## config.mk

```make
export PLATFORM = sky130hd
export DESIGN_NAME = trap_entry_seq
export DESIGN_NICKNAME = d
export VERILOG_FILES = /design/src/rtl/trap_entry_pkg.sv /design/src/rtl/trap_cls.sv /design/src/rtl/win_dec.sv /design/src/rtl/trap_seq_fsm.sv /design/src/rtl/trap_entry_seq.sv
export SDC_FILE = /design/constraint.sdc
export NUM_CORES = 1
export LEC_CHECK = 0
export ABC_AREA = 0
export BUFFER_PORTS_ARGS = -buffer_cell sky130_fd_sc_hd__buf_2
export CORE_ASPECT_RATIO = 2
export CORE_MARGIN = 8
export CORE_UTILIZATION = 45
export DETAILED_ROUTE_END_ITERATION = 6
export GPL_ROUTABILITY_DRIVEN = 0
export GPL_TIMING_DRIVEN = 0
export PLACE_DENSITY = 0.79
export SLEW_MARGIN = 5
export SYNTH_ARGS = -nofsm -noshare
export SYNTH_HDL_FRONTEND = slang
export SYNTH_SLANG_ARGS = --single-unit
```

## constraint.sdc

```tcl
create_clock -name clk -period 2.1 [get_ports clk]
set_clock_uncertainty 0.2 [all_clocks]
set_input_delay 0.315 -clock clk [delete_from_list [all_inputs] [get_ports clk]]
set_output_delay 0.315 -clock clk [all_outputs]
set_load 0.01 [all_outputs]
```

## src/rtl/trap_entry_pkg.sv

```systemverilog
package trap_entry_pkg;
    typedef enum logic [1:0] {
        ST_IDLE,
        ST_ENTER,
        ST_ERROR,
        ST_SHUTDOWN
    } seq_state_e;

    localparam logic [4:0] LOC1_IDX    = 5'd17;
    localparam logic [4:0] LOC2_IDX    = 5'd18;
    localparam logic [7:0] TT_SHUTDOWN = 8'h80;
    localparam logic [7:0] TT_SW_MIN   = 8'h80;
endpackage

```

## src/rtl/trap_cls.sv

```systemverilog
module trap_cls
    import trap_entry_pkg::*;
#(
    parameter int TT_W = 8
) (
    input  logic [TT_W-1:0] tt,
    input  logic            feat,
    output logic            is_sw,
    output logic            sd_hit
);
    always_comb begin
        is_sw  = (tt >= TT_W'(TT_SW_MIN));
        sd_hit = feat && (tt == TT_W'(TT_SHUTDOWN));
    end
endmodule

```

## src/rtl/win_dec.sv

```systemverilog
module win_dec #(
    parameter int NWIN  = 8,
    parameter int CWP_W = 3
) (
    input  logic [CWP_W-1:0] cur,
    output logic [CWP_W-1:0] nxt
);
    localparam bit POW2 = ((1 << CWP_W) == NWIN);

    generate
        if (POW2) begin : g_pow2
            assign nxt = cur - CWP_W'(1);
        end else begin : g_mod
            assign nxt = (cur == '0) ? CWP_W'(NWIN - 1) : cur - CWP_W'(1);
        end
    endgenerate
endmodule

```

## src/rtl/trap_seq_fsm.sv

```systemverilog
module trap_seq_fsm
    import trap_entry_pkg::*;
(
    input  logic       clk,
    input  logic       rst_n,
    input  logic       req,
    input  logic       et,
    input  logic       sd_hit,
    output seq_state_e state
);
    seq_state_e nxt;

    always_ff @(posedge clk) begin
        if (!rst_n) state <= ST_IDLE;
        else        state <= nxt;
    end

    always_comb begin
        nxt = state;
        unique case (state)
            ST_IDLE: begin
                if (req) begin
                    if (et)          nxt = ST_ENTER;
                    else if (sd_hit) nxt = ST_SHUTDOWN;
                    else             nxt = ST_ERROR;
                end
            end
            ST_ENTER:    nxt = ST_IDLE;
            ST_ERROR:    nxt = ST_ERROR;
            ST_SHUTDOWN: nxt = ST_SHUTDOWN;
            default:     nxt = ST_IDLE;
        endcase
    end
endmodule

```

## src/rtl/trap_entry_seq.sv

```systemverilog
module trap_entry_seq
    import trap_entry_pkg::*;
#(
    parameter int NWIN  = 8,
    parameter int XLEN  = 32,
    parameter int TT_W  = 8,
    parameter int CWP_W = (NWIN > 1) ? $clog2(NWIN) : 1
) (
    input  logic             clk,
    input  logic             rst_n,
    input  logic             trap_req,
    input  logic [TT_W-1:0]  trap_type,
    input  logic             shutdown_feat,
    input  logic [XLEN-1:0]  pc_in,
    input  logic [XLEN-1:0]  npc_in,
    input  logic [CWP_W-1:0] cwp_in,
    input  logic             s_in,
    input  logic             et_in,
    output logic             done,
    output logic             is_sw_trap,
    output logic [CWP_W-1:0] cwp_out,
    output logic             et_out,
    output logic             s_out,
    output logic             ps_out,
    output logic             wr_en,
    output logic [CWP_W-1:0] wr_win,
    output logic [4:0]       wr_idx_pc,
    output logic [XLEN-1:0]  wr_pc,
    output logic [4:0]       wr_idx_npc,
    output logic [XLEN-1:0]  wr_npc,
    output logic             error_halt,
    output logic             shutdown_req
);
    seq_state_e       state;
    logic             is_sw_c, sd_hit_c;
    logic [CWP_W-1:0] cwp_dec_c;

    logic [XLEN-1:0]  pc_q, npc_q;
    logic [CWP_W-1:0] win_q;
    logic             s_q, sw_q;

    trap_cls #(.TT_W(TT_W)) cls_i (
        .tt     (trap_type),
        .feat   (shutdown_feat),
        .is_sw  (is_sw_c),
        .sd_hit (sd_hit_c)
    );

    win_dec #(.NWIN(NWIN), .CWP_W(CWP_W)) wdec_i (
        .cur (cwp_in),
        .nxt (cwp_dec_c)
    );

    trap_seq_fsm fsm_i (
        .clk    (clk),
        .rst_n  (rst_n),
        .req    (trap_req),
        .et     (et_in),
        .sd_hit (sd_hit_c),
        .state  (state)
    );

    // Capture operands when a request is accepted in idle.
    always_ff @(posedge clk) begin
        if (!rst_n) begin
            pc_q  <= '0;
            npc_q <= '0;
            win_q <= '0;
            s_q   <= 1'b0;
            sw_q  <= 1'b0;
        end else if (state == ST_IDLE && trap_req) begin
            pc_q  <= pc_in;
            npc_q <= npc_in;
            win_q <= cwp_dec_c;
            s_q   <= s_in;
            sw_q  <= is_sw_c;
        end
    end

    // Output process, driven from state.
    always_comb begin
        done         = 1'b0;
        is_sw_trap   = 1'b0;
        cwp_out      = '0;
        et_out       = 1'b0;
        s_out        = 1'b0;
        ps_out       = 1'b0;
        wr_en        = 1'b0;
        wr_win       = '0;
        wr_idx_pc    = '0;
        wr_pc        = '0;
        wr_idx_npc   = '0;
        wr_npc       = '0;
        error_halt   = 1'b0;
        shutdown_req = 1'b0;
        unique case (state)
            ST_IDLE: ;
            ST_ENTER: begin
                done       = 1'b1;
                is_sw_trap = sw_q;
                cwp_out    = win_q;
                et_out     = 1'b0;
                s_out      = 1'b1;
                ps_out     = s_q;
                wr_en      = 1'b1;
                wr_win     = win_q;
                wr_idx_pc  = LOC1_IDX;
                wr_pc      = pc_q;
                wr_idx_npc = LOC2_IDX;
                wr_npc     = npc_q;
            end
            ST_ERROR:    error_halt   = 1'b1;
            ST_SHUTDOWN: shutdown_req = 1'b1;
            default: ;
        endcase
    end
endmodule

```

==> flow_metrics.py <==
metrics = {
    "pwr": {
        "p_sw_w": 0.0007971,
        "vdd_ir_drop_max_v": 0.0006594,
        "comb_power_share_pct": 14.4,
        "p_int_w": 0.002477,
        "power.share.clock_pct": 40.2,
        "power.density_mw_per_mm2": 721.1,
        "p_seq_share_pct": 45.4,
        "swShare_pct": 24.34,
        "p_leak_nw": 2.331,
    },
    "global_route": {
        "grt_pass1_wl_um": 14280,
        "grt_max_degree": 17,
        "grt_pass1_vias": 3077,
        "grt_util_all_layers_pct": 16.71,
        "grt_antenna_before_repair": 0,
        "overflow": 0,
    },
    "timing": {
        "slew_violations": 0,
        "hold_violations": 0,
        "rsz0062_at_grt": "true",
        "fin_hold_ws_ns": 0.02264,
        "clock.fmax_mhz": 491.6,
        "setup_violations": 0,
        "period_share_pct": 96.86,
        "fin_crit_ns": 2.034,
    },
    "detailed_routing": {
        "drtPass1Iterations": 4,
        "drc": 0,
        "postRouteAntennaNets": 0,
        "post_drt_wl_per_cell_um": 13.07,
        "drtIter0Drc": 150,
        "vias": 3105,
        "via_per_inst": 4.559,
        "drt-total-wl_um": 8902,
    },
    "yosys": {
        "synth_cells": 408,
        "yosysSeqAreaShare_pct": 43.19,
        "synth_cell_types": 23,
        "ys_ff_latch": 71,
        "ys_warn_count": 0,
        "avgSynthCellArea_sq_um": 8.065,
        "synth_area_sq_mm": 0.003291,
    },
    "worst_setup_path": {
        "reg2reg_from": "fsm_i.state[1]$_SDFFE_PN0P_",
        "cp-start-kind": "flop",
        "rr_worst_depth": 5,
        "r2r-end": "npc_q[2]$_SDFFE_PN0P_",
        "worstPathMaxFanout": 10,
        "critPathCaptureType": "output pin",
        "r2r_slack_ns": 0.54,
        "crit_start": "fsm_i.state[0]$_SDFFE_PN0P_",
        "crit_required_ns": 1.58,
        "crit_type": "flop to output pin",
        "cp.arrival_ns": 1.52,
    },
    "final_layout": {
        "finalNetCount": 669,
        "drive_above_1_share_pct": 36.50,
        "mostFrequentLayoutCells": "167 x buf_2, 135 x nand2_1, 70 x and2_1",
        "area_growth_pct": 37.98,
        "antennaDiodeCount": 0,
        "seq_area_sq_mm": 0.001426,
        "nFillCells": 689,
        "fin_area_sq_mm": 0.004541,
        "multiInputGateArea_sq_mm": 0.001602,
        "final_common_cell": "buf_2",
    },
    "floorplan": {
        "pin_count": 169,
        "rows": 44,
        "start_util_pct": 45.98,
        "core_area_sq_mm": 0.007157,
        "die_y_um": 136.9,
        "die_x_um": 76.47,
        "dieArea_sq_mm": 0.01047,
    },
    "clocking": {
        "cts_max_level": 3,
        "cts_num_sinks": 71,
        "ctsHoldBuffers": 0,
        "insertion_delay_ns": 0.32,
        "clk_path_buf_depth": 2,
        "path_clk_slew_ns": 0.05,
        "clockRootBuffer": "clkbuf_16",
        "tritoncts.num_buffers": 9,
        "tritoncts": "done",
    },
    "placed_design": {
        "hpwlAfterDp_um": 7023,
        "place_area_sq_mm": 0.004234,
        "numPortBuffers": 161,
    },
    "run_status": {
        "outcome": "finished, final reports clean",
    },
    "min_path": {
        "min_from": "pc_in[20]",
        "min_path_type": "input port to flop",
        "whs_path_depth": 3,
        "hold_end": "pc_q[20]$_SDFFE_PN0P_",
    },
    "run": {
        "maxCapViolCount": 0,
    },
}
==> metrics by stage <==
stage | total power (W) | setup WS (ns) | std cells | setup TNS (ns) | utilization, %
floorplan | 0.001794 | 0.3299 | 414 | 0 | -
global placement | 0.001967 | -0.1342 | 667 | -1.940 | 59.16
detailed placement | 0.001977 | -0.1311 | 667 | -1.189 | 59.16
CTS | 0.003309 | 0.003634 | 681 | 0 | 63.25
global route | 0.003429 | -0.01203 | 681 | -0.06027 | 63.44
finish | 0.003274 | 0.06593 | 681 | 0 | 63.44
==> per-layer routing <==
metal,routed length (um),vias to the layer above,part of all wire [%],track usage [%]
met2,3801,142,43,25.44
met3,1111,9,12,9.868
met4,140,0,1.6,6.466
li1,-,1622,-,-
met1,3848,1332,43,18.71
met5,0,-,0,0
==> sequential cells by signal, indices dropped and copies added, names as in the netlist <==
name	cells
s_q	1
fsm_i.state	2
win_q	3
sw_q	1
pc_q	32
npc_q	32
==> worst max-delay path, cell delays in order (launching register included) <==
cell and delay [ns]:
dfxtp_4 0.37, nor2b_4 0.24, buf_12 0.13, clkbuf_4 0.17, and2_1 0.14, buf_2 0.13
==> what timing repair did <==
action | 4_1_cts | 5_1_grt
endpoints found under the setup margin | 79 | 41
pin swaps | 0 | 0
setup buffers | 1 | 0
cloned | 0 | 0
resized for setup | 10 | 10
==> logic make-up after synthesis <==
group	synth area share (%)
xor+xnor	0.2662
simple gates	30.57
buf+inv	9.049
fa+ha+maj	0.3802
compound gates	16.43
other cells	0.1140
flops	43.19
==> cell type report <==
type,instances,area share (%)
Inverter,2,0.1653
Sequential cell,71,31.41
Clock buffer,11,5.346
Buffer,45,6.861
Tap cell,92,2.535
Timing Repair Buffer,162,18.19
Multi-Input combinational cell,296,35.27
Clock inverter,2,0.2204
==> worst max-delay path by stage <==
stage / cells past startpoint / slack [ns] / to
2_1_floorplan: 4 / 0.33 / wr_win[0]
3_3_place_gp: 5 / -0.13 / wr_win[0]
3_5_place_dp: 5 / -0.13 / wr_win[2]
4_1_cts: 5 / 0.004 / wr_win[2]
5_1_grt: 5 / -0.01 / wr_pc[28]
6_report: 5 / 0.07 / wr_pc[1]
==> power groups by stage <==
stage                     registers (W)  logic (W)  clock network, W
after floorplan                 0.00150   0.000295                 0
after global placement          0.00151   0.000458                 0
after detailed placement        0.00151   0.000465                 0
after CTS                       0.00149   0.000476           0.00135
after global routing            0.00149   0.000534           0.00140
final                           0.00149   0.000471           0.00132
==> cell usage after synthesis, drive strengths merged <==
| cell type | number | area share [%] |
|---|---|---|
| o21ai | 1 | 0.15 |
| a21boi | 66 | 15 |
| clkbuf | 13 | 1.5 |
| nor4 | 1 | 0.19 |
| buf | 32 | 7.3 |
| nor2 | 1 | 0.11 |
| conb | 1 | 0.11 |
| nor2b | 3 | 0.57 |
| nor3b | 1 | 0.23 |
| and2 | 70 | 13 |
| ha | 1 | 0.38 |
| or3b | 1 | 0.27 |
| o211a | 3 | 0.91 |
| xnor2 | 1 | 0.27 |
| nor3 | 2 | 0.30 |
| inv | 2 | 0.23 |
| dfxtp | 71 | 43 |
| nand2 | 135 | 15 |
| a21oi | 2 | 0.30 |
| nand4 | 1 | 0.19 |
(Power assumes the default switching activity.)
